$ cat src/rtl/sysctl_pkg.sv
package sysctl_pkg;
  localparam logic [31:0] UNLOCK_MAGIC = 32'h1688_A8A8;

  typedef enum logic [4:0] {
    S_KEY, S_REV1, S_REV2, S_RST1, S_RST2, S_CLK1, S_CLK2, S_PLLP,
    S_HPLLX, S_MPLLX, S_EPLLX, S_SEL1, S_SEL2, S_SEL3,
    S_STRAP1, S_STRAP2, S_SPROT1, S_SPROT2, S_RNGC
  } slot_e;

  localparam int NSLOT = 19;

  typedef enum logic [2:0] {
    OP_NONE, OP_PLAIN, OP_SET, OP_CLR, OP_KEY, OP_RO, OP_RNG
  } op_e;

  typedef struct packed {
    op_e   op;
    slot_e slot;
    logic  pll;
    logic  strap;
    slot_e guard;
  } dec_t;

  function automatic logic [31:0] const_reset(slot_e s);
    case (s)
      S_RST1:  return 32'hF7CF_FFDC;
      S_RST2:  return 32'hFFFF_FFFC;
      S_CLK1:  return 32'hEFF4_3E8B;
      S_CLK2:  return 32'hFFF0_FFF0;
      S_PLLP:  return 32'h1000_405F;
      default: return 32'h0;
    endcase
  endfunction
endpackage

$ cat src/rtl/sysctl_decode.sv
module sysctl_decode
  import sysctl_pkg::*;
#(
  parameter int          ADDR_W    = 12,
  parameter int unsigned SPACE_END = 32'hE20
) (
  input  logic [ADDR_W-1:0] addr,
  output dec_t              dec,
  output logic              ok
);
  logic [31:0] a;
  assign a  = 32'(addr);
  assign ok = (addr[1:0] == 2'b00) && (a < SPACE_END);

  always_comb begin
    dec = '{op: OP_NONE, slot: S_KEY, pll: 1'b0, strap: 1'b0, guard: S_KEY};
    case (a)
      32'h000: begin dec.op = OP_KEY;   dec.slot = S_KEY;    end
      32'h004: begin dec.op = OP_RO;    dec.slot = S_REV1;   end
      32'h014: begin dec.op = OP_RO;    dec.slot = S_REV2;   end
      32'h040: begin dec.op = OP_SET;   dec.slot = S_RST1;   end
      32'h044: begin dec.op = OP_CLR;   dec.slot = S_RST1;   end
      32'h050: begin dec.op = OP_SET;   dec.slot = S_RST2;   end
      32'h054: begin dec.op = OP_CLR;   dec.slot = S_RST2;   end
      32'h080: begin dec.op = OP_PLAIN; dec.slot = S_CLK1;   end
      32'h090: begin dec.op = OP_PLAIN; dec.slot = S_CLK2;   end
      32'h200: begin dec.op = OP_PLAIN; dec.slot = S_PLLP;   end
      32'h204: begin dec.op = OP_PLAIN; dec.slot = S_HPLLX; dec.pll = 1'b1; end
      32'h224: begin dec.op = OP_PLAIN; dec.slot = S_MPLLX; dec.pll = 1'b1; end
      32'h244: begin dec.op = OP_PLAIN; dec.slot = S_EPLLX; dec.pll = 1'b1; end
      32'h300: begin dec.op = OP_PLAIN; dec.slot = S_SEL1;   end
      32'h304: begin dec.op = OP_PLAIN; dec.slot = S_SEL2;   end
      32'h310: begin dec.op = OP_PLAIN; dec.slot = S_SEL3;   end
      32'h500: begin dec.op = OP_SET; dec.slot = S_STRAP1; dec.strap = 1'b1; dec.guard = S_SPROT1; end
      32'h504: begin dec.op = OP_CLR; dec.slot = S_STRAP1; dec.strap = 1'b1; dec.guard = S_SPROT1; end
      32'h508: begin dec.op = OP_PLAIN; dec.slot = S_SPROT1; end
      32'h510: begin dec.op = OP_SET; dec.slot = S_STRAP2; dec.strap = 1'b1; dec.guard = S_SPROT2; end
      32'h514: begin dec.op = OP_CLR; dec.slot = S_STRAP2; dec.strap = 1'b1; dec.guard = S_SPROT2; end
      32'h518: begin dec.op = OP_PLAIN; dec.slot = S_SPROT2; end
      32'h524: begin dec.op = OP_PLAIN; dec.slot = S_RNGC;   end
      32'h540: begin dec.op = OP_RNG;   dec.slot = S_RNGC;   end
      default: ;
    endcase
  end
endmodule

$ cat src/rtl/sysctl_lfsr.sv
module sysctl_lfsr #(
  parameter logic [31:0] SEED = 32'hACE1_2468
) (
  input  logic        clk,
  input  logic        rst,
  input  logic        step,
  output logic [31:0] value
);
  logic [31:0] st_q;
  assign value = st_q;

  always_ff @(posedge clk) begin
    if (rst)       st_q <= SEED;
    else if (step) st_q <= {st_q[30:0], st_q[31] ^ st_q[21] ^ st_q[1] ^ st_q[0]};
  end

  // a step from a nonzero state never produces the all-zero lock-up state
  a_r6_no_lockup: assert property (@(posedge clk) disable iff (rst)
    step |=> (st_q != 32'h0));
endmodule

$ cat src/rtl/sysctl_regs.sv
module sysctl_regs
  import sysctl_pkg::*;
#(
  parameter int          ADDR_W    = 12,
  parameter int unsigned SPACE_END = 32'hE20,
  parameter logic [31:0] LFSR_SEED = 32'hACE1_2468
) (
  input  logic              clk,
  input  logic              rst,
  input  logic              bus_en,
  input  logic              bus_we,
  input  logic [ADDR_W-1:0] bus_addr,
  input  logic [31:0]       bus_wdata,
  output logic [31:0]       bus_rdata,
  output logic              bus_err,
  output logic              lock_viol,
  input  logic [31:0]       rev_in,
  input  logic [31:0]       strap1_in,
  input  logic [31:0]       strap2_in,
  input  logic              key_init
);
  localparam int SLOTS = NSLOT;

  logic [31:0] regs_q [SLOTS];
  dec_t        dec;
  logic        ok;
  logic [31:0] rnd;
  logic        wr, rd, unlocked, blocked, ro_hit, frozen, wr_go, rng_step;
  logic [31:0] rd_val;
  logic [31:0] rdata_q;
  logic        err_q, lock_q;

  sysctl_decode #(.ADDR_W(ADDR_W), .SPACE_END(SPACE_END)) u_dec (
    .addr(bus_addr), .dec(dec), .ok(ok)
  );

  sysctl_lfsr #(.SEED(LFSR_SEED)) u_rng (
    .clk(clk), .rst(rst), .step(rng_step), .value(rnd)
  );

  assign wr       = bus_en && bus_we;
  assign rd       = bus_en && !bus_we;
  assign unlocked = regs_q[S_KEY][0];
  assign blocked  = wr && ok && (bus_addr != '0) && !unlocked;
  assign ro_hit   = wr && ok && !blocked && (dec.op == OP_RO || dec.op == OP_RNG);
  assign wr_go    = wr && ok && !blocked;
  assign frozen   = dec.strap && (regs_q[dec.guard] != 32'h0);
  assign rng_step = rd && ok && (dec.op == OP_RNG);

  always_ff @(posedge clk) begin
    if (rst) begin
      for (int i = 0; i < SLOTS; i++) regs_q[i] <= const_reset(slot_e'(i));
      regs_q[S_REV1]   <= rev_in;
      regs_q[S_REV2]   <= rev_in;
      regs_q[S_STRAP1] <= strap1_in;
      regs_q[S_STRAP2] <= strap2_in;
      regs_q[S_KEY]    <= {31'b0, key_init};
    end else if (wr_go) begin
      case (dec.op)
        OP_KEY:   regs_q[S_KEY] <= {31'b0, bus_wdata == UNLOCK_MAGIC};
        OP_PLAIN: regs_q[dec.slot] <= bus_wdata;
        OP_SET:   if (!frozen) regs_q[dec.slot] <= regs_q[dec.slot] | bus_wdata;
        OP_CLR:   if (!frozen) regs_q[dec.slot] <= regs_q[dec.slot] & ~bus_wdata;
        default:  ;
      endcase
    end
  end

  always_comb begin
    rd_val = 32'h0;
    if (ok) begin
      case (dec.op)
        OP_NONE: rd_val = 32'h0;
        OP_RNG:  rd_val = rnd;
        default: rd_val = regs_q[dec.slot] | {dec.pll, 31'b0};
      endcase
    end
  end

  always_ff @(posedge clk) begin
    if (rst) begin
      rdata_q <= 32'h0;
      err_q   <= 1'b0;
      lock_q  <= 1'b0;
    end else begin
      if (rd) rdata_q <= rd_val;
      err_q  <= (bus_en && !ok) || blocked || ro_hit;
      lock_q <= blocked;
    end
  end

  assign bus_rdata = rdata_q;
  assign bus_err   = err_q;
  assign lock_viol = lock_q;

  // key word stores 1 only for the magic value
  a_r1_key_store: assert property (@(posedge clk) disable iff (rst)
    (bus_en && bus_we && bus_addr == '0) |=>
      (regs_q[S_KEY] == {31'b0, $past(bus_wdata) == UNLOCK_MAGIC}));
  // refused writes pulse both flags and leave a control word untouched
  a_r2_locked: assert property (@(posedge clk) disable iff (rst)
    (bus_en && bus_we && ok && bus_addr != '0 && !unlocked) |=>
      (lock_viol && bus_err && $stable(regs_q[S_RST1])));
  // a protected strap keeps its value
  a_r4_frozen: assert property (@(posedge clk) disable iff (rst)
    (bus_en && bus_we && ok && dec.strap && regs_q[dec.guard] != 32'h0) |=>
      ($stable(regs_q[S_STRAP1]) && $stable(regs_q[S_STRAP2])));
  // PLL words always read as locked
  a_r5_pll_lock: assert property (@(posedge clk) disable iff (rst)
    (bus_en && !bus_we && ok && dec.pll) |=> bus_rdata[31]);
  // read-only words reject writes with an error only
  a_r7_ro: assert property (@(posedge clk) disable iff (rst)
    (bus_en && bus_we && ok && unlocked && (dec.op == OP_RO || dec.op == OP_RNG)) |=>
      (bus_err && !lock_viol && $stable(regs_q[S_REV1]) && $stable(regs_q[S_REV2])));
  // out-of-range or misaligned reads give zero and an error
  a_r9_range: assert property (@(posedge clk) disable iff (rst)
    (bus_en && !ok) |=> (bus_err && !lock_viol && ($past(bus_we) || bus_rdata == 32'h0)));
  // read data holds without a read; flags stay low when idle
  a_r11_hold: assert property (@(posedge clk) disable iff (rst)
    !(bus_en && !bus_we) |=> $stable(bus_rdata));
  a_r11_idle: assert property (@(posedge clk) disable iff (rst)
    !bus_en |=> (!bus_err && !lock_viol));
endmodule

$ cat config.mk
export PLATFORM = sky130hd
export DESIGN_NAME = sysctl_regs
export DESIGN_NICKNAME = d
export VERILOG_FILES = /design/src/rtl/sysctl_pkg.sv /design/src/rtl/sysctl_decode.sv /design/src/rtl/sysctl_lfsr.sv /design/src/rtl/sysctl_regs.sv
export SDC_FILE = /design/constraint.sdc
export NUM_CORES = 2
export LEC_CHECK = 0
export ABC_AREA = 1
export BUFFER_PORTS_ARGS = -buffer_cell sky130_fd_sc_hd__buf_2
export CAP_MARGIN = 0
export CORE_UTILIZATION = 60
export CTS_CLUSTER_DIAMETER = 30
export DETAILED_ROUTE_END_ITERATION = 12
export PLACE_DENSITY_LB_ADDON = 0.05
export REMOVE_ABC_BUFFERS = 1
export SYNTH_ARGS = -nofsm -noshare
export SYNTH_HDL_FRONTEND = slang
export SYNTH_SLANG_ARGS = --single-unit
export TNS_END_PERCENT = 50
$ cat constraint.sdc
create_clock -name clk -period 9.8 [get_ports clk]
set_input_delay 0.49 -clock clk [delete_from_list [all_inputs] [get_ports clk]]
set_output_delay 0.49 -clock clk [all_outputs]
set_load 0.005 [all_outputs]
# Yosys cells after proc, flatten, opt, wreduce, memory -nomap -nowiden
# Memories as Yosys holds them, arrays and structs flattened.
# Index checks and enable logic that the tools add are counted.
# word_totals
memories,1
ram_bits,608
inputBits,145
word_cells,120
out_inout_bits,34
regBits,66
# op_classes
mux,41
magnitude_cmp,1
eq_ne,30
reduce_logical,28
bitwise_logic,15
# mem_list
memory,words,width,read_ports,rd_ports_with_merged_regs,write_ports,line_no,text
regs_q,19,32,3,0,19,sysctl_regs.sv:24,logic [31:0] regs_q [SLOTS];
# ops
cell,n
two-way mux 32 bit,16
case mux 8 bit (24 select lines),1
"== test 12 x 11 -> 1 bit, second input constant",8
"== test 12 x 10 -> 1 bit, second input constant",7
OR 32 bit,2
case mux 32 bit (2 select lines),1
"== test 12 x 7 -> 1 bit, second input constant",4
AND 32 bit,1
"== test 32 x 29 -> 1 bit, second input constant",1
logical NOT 32 bit,1
NOT 32 bit,1
nonzero test 32 bit,1
OR reduction 32 bit,1
"== test 12 x 8 -> 1 bit, second input constant",2
two-way mux 1 bit,21
"== test 12 x 3 -> 1 bit, second input constant",1
"== test 12 x 5 -> 1 bit, second input constant",1
logical AND 1 bit,12
"< comparator 12 bit, second input constant",1
case mux 6 bit (2 select lines),1
nonzero test 12 bit,1
"== test 3 bit, second input constant",3
OR 1 bit,8
"== test 3 x 2 -> 1 bit, second input constant",2
9 further kinds,17

# Logic depth before layout (Yosys ltp)
# An unclocked memory read counts as a cell.
# depth
word_depth,15
mapped_depth,21
mapped_depth_nobuf,19

# By module
# Synthesis repeated with hierarchy kept, for this count alone.
# unflattened
cells_unflattened,5800
hier_area_um2,53281.1
# by_module_without_submodules
mod,cells_per_inst,seq_area_each_um2,n_inst,area_each_um2
sysctl_regs,5520,30799.5,1,51454.3
sysctl_lfsr,150,640.6,1,1189.9
sysctl_decode,130,0.0,1,636.9

# Worst setup path after synthesis
# OpenSTA, ideal clock, no wires.
# synth_path
path_type,input port to flip-flop
startpoint,input bus_addr[7]
endpoint,"memory regs_q[15][0], enable pin"
n_path_buf,1
t_arrival_ns,4.133
setup_slack_ns,5.202
setup_ns,0.466
t_required_ns,9.334
cell_stages,14
cell_sequence,inv_2 -> nand2_2 -> nor2_4 -> nand2_1 -> nand4_1 -> nand2_1 -> nor3_2 -> nand2_1 -> nor3_2 -> nand3_1 -> nand2_2 -> buf_4 -> nand3_1 -> o21ai_0
# synth_lines
element,line_no,text
from (decl),sysctl_regs.sv:12,"input logic [ADDR_W-1:0] bus_addr,"
to (decl),sysctl_regs.sv:24,

==> flow_metrics.env <==
export IMPL_final_cells=5838
export IMPL_rrSetupSlack_ps=4410
export IMPL_synth_seq_cells=834
export IMPL_crit_path_top_delay_cell="nand2_1"
export IMPL_netlist_area_leader_share_pct=51.4
export IMPL_powerDensity_nw_per_um2=209
export IMPL_rows=95
export IMPL_synth_edf_count=705
export IMPL_fin_ws_ps=4410
export IMPL_ys_async_sr_fraction_pct=0
export IMPL_firstDrtPassIters=9
export IMPL_start_util_pct=61.0
export IMPL_syn_inst=4581
export IMPL_yosysMostFrequentCell="nand3_1"
export IMPL_setup_violations_final=0
export IMPL_rsz0062_at_grt="false"
export IMPL_crit_buf_inv=5
export IMPL_cp_num_cells=15
export IMPL_clockPowerShare_pct=57.3
export IMPL_port_buffers=178
export IMPL_p_seq_share_pct=39.6
export IMPL_area_delta_synth_final_pct=16.9
export IMPL_post_cts_resized=0
export IMPL_wl_um=126000
export IMPL_pwr_share_comb_pct=3.0
export IMPL_nets=4969
export IMPL_hp_class="primary input to flop"
export IMPL_path_cells="inv_1 -> nand4_1 -> nor4_1 -> a21oi_1 -> nor2_1 -> nand3_1 -> nand2_2 -> inv_2 -> nor2_8 -> nand3_2 -> nor2_2 -> buf_4 -> inv_2 -> nand2_1 -> buf_4"
export IMPL_power_switching_mw=2.12
export IMPL_max_freq_mhz=186
export IMPL_clk_latency_ps=740
export IMPL_die_height_um=264
export IMPL_seqCellArea_um2=23800
export IMPL_antenna_found_initial=2
export IMPL_final_cell_area_um2=48100
export IMPL_grt_pass1_wl_um=189000
export IMPL_critPathLaunchType="flop"
export IMPL_synth_area_leaders="edfxtp_1, nand3_1, nand2_1"
export IMPL_drt_iter0_markers=4376
export IMPL_grt_max_degree=178
export IMPL_dp_hpwl_um=72700
export IMPL_gr_usage_all_layers_pct=36.0
export IMPL_period_share_pct=55.0
export IMPL_path_clk_slew_ps=50
export IMPL_drc=0
export IMPL_r2r_end="regs_q[5][19]"
export IMPL_ant_nets=0
export IMPL_cp_end_kind="flop"
export IMPL_multiInputGateArea_um2=13500
export IMPL_overflow=0
export IMPL_critPathKind="flop to flop"
export IMPL_fill_cells=5153
export IMPL_crit_family="simple AND/OR/NAND/NOR gates"
export IMPL_wl_per_cell_um=21.6
export IMPL_tritoncts="built"
export IMPL_max_vdd_ir_drop_mv=0.174
export IMPL_finalHoldViolations=0
export IMPL_synth_common_cells="nand3_1, nand2_1, edfxtp_1"
export IMPL_place_ws_ps=3890
export IMPL_tightest_slew_ps=1160
export IMPL_reg2regPathDepth=15
export IMPL_io_pins=179
export IMPL_numCtsBuffers=164
export IMPL_place_inst=5531
export IMPL_grt_pass1_vias=32000
export IMPL_yosysUniqueCellTypes=41
export IMPL_dieWidth_um=264
export IMPL_dieArea_um2=69700
export IMPL_yosysSeqAreaShare_pct=57.7
export IMPL_slew_headroom_pct=22.5
export IMPL_synth_largest_area_cell="edfxtp_1"
export IMPL_cts_setup_buffers=0
export IMPL_yosys_warnings=0
export IMPL_placed_area_um2=42400
export IMPL_fin_util_pct=71.3
export IMPL_crit_end="regs_q[5][19]"
export IMPL_maxSlewViolCount=0
export IMPL_vias=33700
export IMPL_timing_final_crit_period_ps=5390
export IMPL_slowest_delay_ps=740
export IMPL_cts_root_buf="clkbuf_16"
export IMPL_reg2reg_from="regs_q[16][17]"
export IMPL_netlist_area_um2=41200
export IMPL_crit_fanout=30
export IMPL_cts_sinks=834
export IMPL_avgViaCountPerCell=5.77
export IMPL_cellLeakagePower_nw=20.9
export IMPL_required_ps=10190
export IMPL_synth_ff_type="edfxtp_1"
export IMPL_syn_avg_cell_area_um2=8.99
export IMPL_drive_gt1_share_pct=13.0
export IMPL_routabilityCongestion=0.895
export IMPL_crit_arrival_ps=5770
export IMPL_holdBufCountCts=0
export IMPL_core_area_um2=67500
export IMPL_outcome="completed"
export IMPL_finClkSkew_ps=30.8
export IMPL_intPower_mw=7.94
export IMPL_p_sw_share_pct=21.1
export IMPL_htree_levels=4
export IMPL_max_cap_viol_count=0
export IMPL_crit_start="regs_q[16][17]"
export IMPL_cts_buffer_depth=3
-- worst min path at each step --
| stage | end | start | cells after the start |
|---|---|---|---|
| after floorplan | regs_q[0][10] | regs_q[0][10] | 2 |
| after global placement | regs_q[0][11] | regs_q[0][11] | 2 |
| after detailed placement | regs_q[0][10] | regs_q[0][10] | 2 |
| after CTS | regs_q[15][21] | strap2_in[21] | 3 |
| after global routing | regs_q[15][16] | strap2_in[16] | 3 |
| final | regs_q[14][15] | strap1_in[15] | 3 |
-- registers in the layout (all words and copies together), names as in the netlist --
| name | count |
|---|---|
| bus_err | 1 |
| bus_rdata | 32 |
| regs_q | 768 |
| u_rng.value | 32 |
| lock_viol | 1 |
-- worst min-delay path: stages --
cell	delay, ps
buf_2	70
nand2_1	40
nand2_1	50
-- stage by stage --
stage | TNS [ps] | hold slack, ps | power (mW)
global route | 0 | 24.0 | 10.3
floorplan | -5432200 | 416 | 4.21
finish | 0 | 29.1 | 10.1
CTS | 0 | 2.78 | 10.1
detailed placement | 0 | 427 | 4.35
global placement | 0 | 423 | 4.34
-- metal layers --
metal | routed length, µm | vias up | track usage [%]
li1 | - | 15400 | -
met2 | 57500 | 2047 | 55.8
met4 | 5330 | 4 | 16.6
met3 | 15100 | 316 | 8.33
met1 | 48000 | 15900 | 48.2
met5 | 25 | - | 0
-- layout make-up --
class | count | area share, %
Sequential cell | 834 | 49.4
Multi-Input combinational cell | 2881 | 28.0
Clock buffer | 217 | 9.43
Inverter | 704 | 5.50
Timing Repair Buffer | 239 | 2.87
Clock inverter | 89 | 2.54
Tap cell | 873 | 2.27
Antenna cell | 1 | 0.00520
-- placed cells by master (no fill, tap or decap), types with 7 or more instances in the layout --
master,n
nand3_1,961
nand2_1,949
edfxtp_1,705
inv_1,651
nor2_1,336
nand3b_1,192
buf_2,177
clkbuf_16,168
conb_1,160
dfxtp_1,129
o21ai_0,59
buf_4,59
a21oi_1,58
inv_2,51
nand2_2,42
clkbuf_1,34
a31oi_1,29
bufinv_16,24
nand4_1,23
nor2_2,17
clkbuf_8,16
clkinv_4,15
clkinv_2,14
clkinvlp_4,12
inv_6,11
nor2_4,10
clkinv_1,9
nor4_1,7
-- kinds of logic (layout without fill, tap and decap cells) --
family,count (synthesis),after routing,share of synthesized area [%]
buf+inv,1025,1249,11.1
xor+xnor,2,2,0.0426
simple gates,2559,2559,29.0
other cells,1,161,0.00911
compound gates,160,160,2.09
flops,834,834,57.7
-- power by group through the flow --
stage          Sequential (mW)  Combinational (mW)  Clock (mW)
2_1_floorplan             4.05               0.166           0
3_3_place_gp              4.05               0.292           0
3_5_place_dp              4.05               0.296           0
4_1_cts                   3.99               0.299        5.78
5_1_grt                   3.99               0.334        5.95
6_report                  3.99               0.305        5.77
Power figures use the tool's default switching activity.
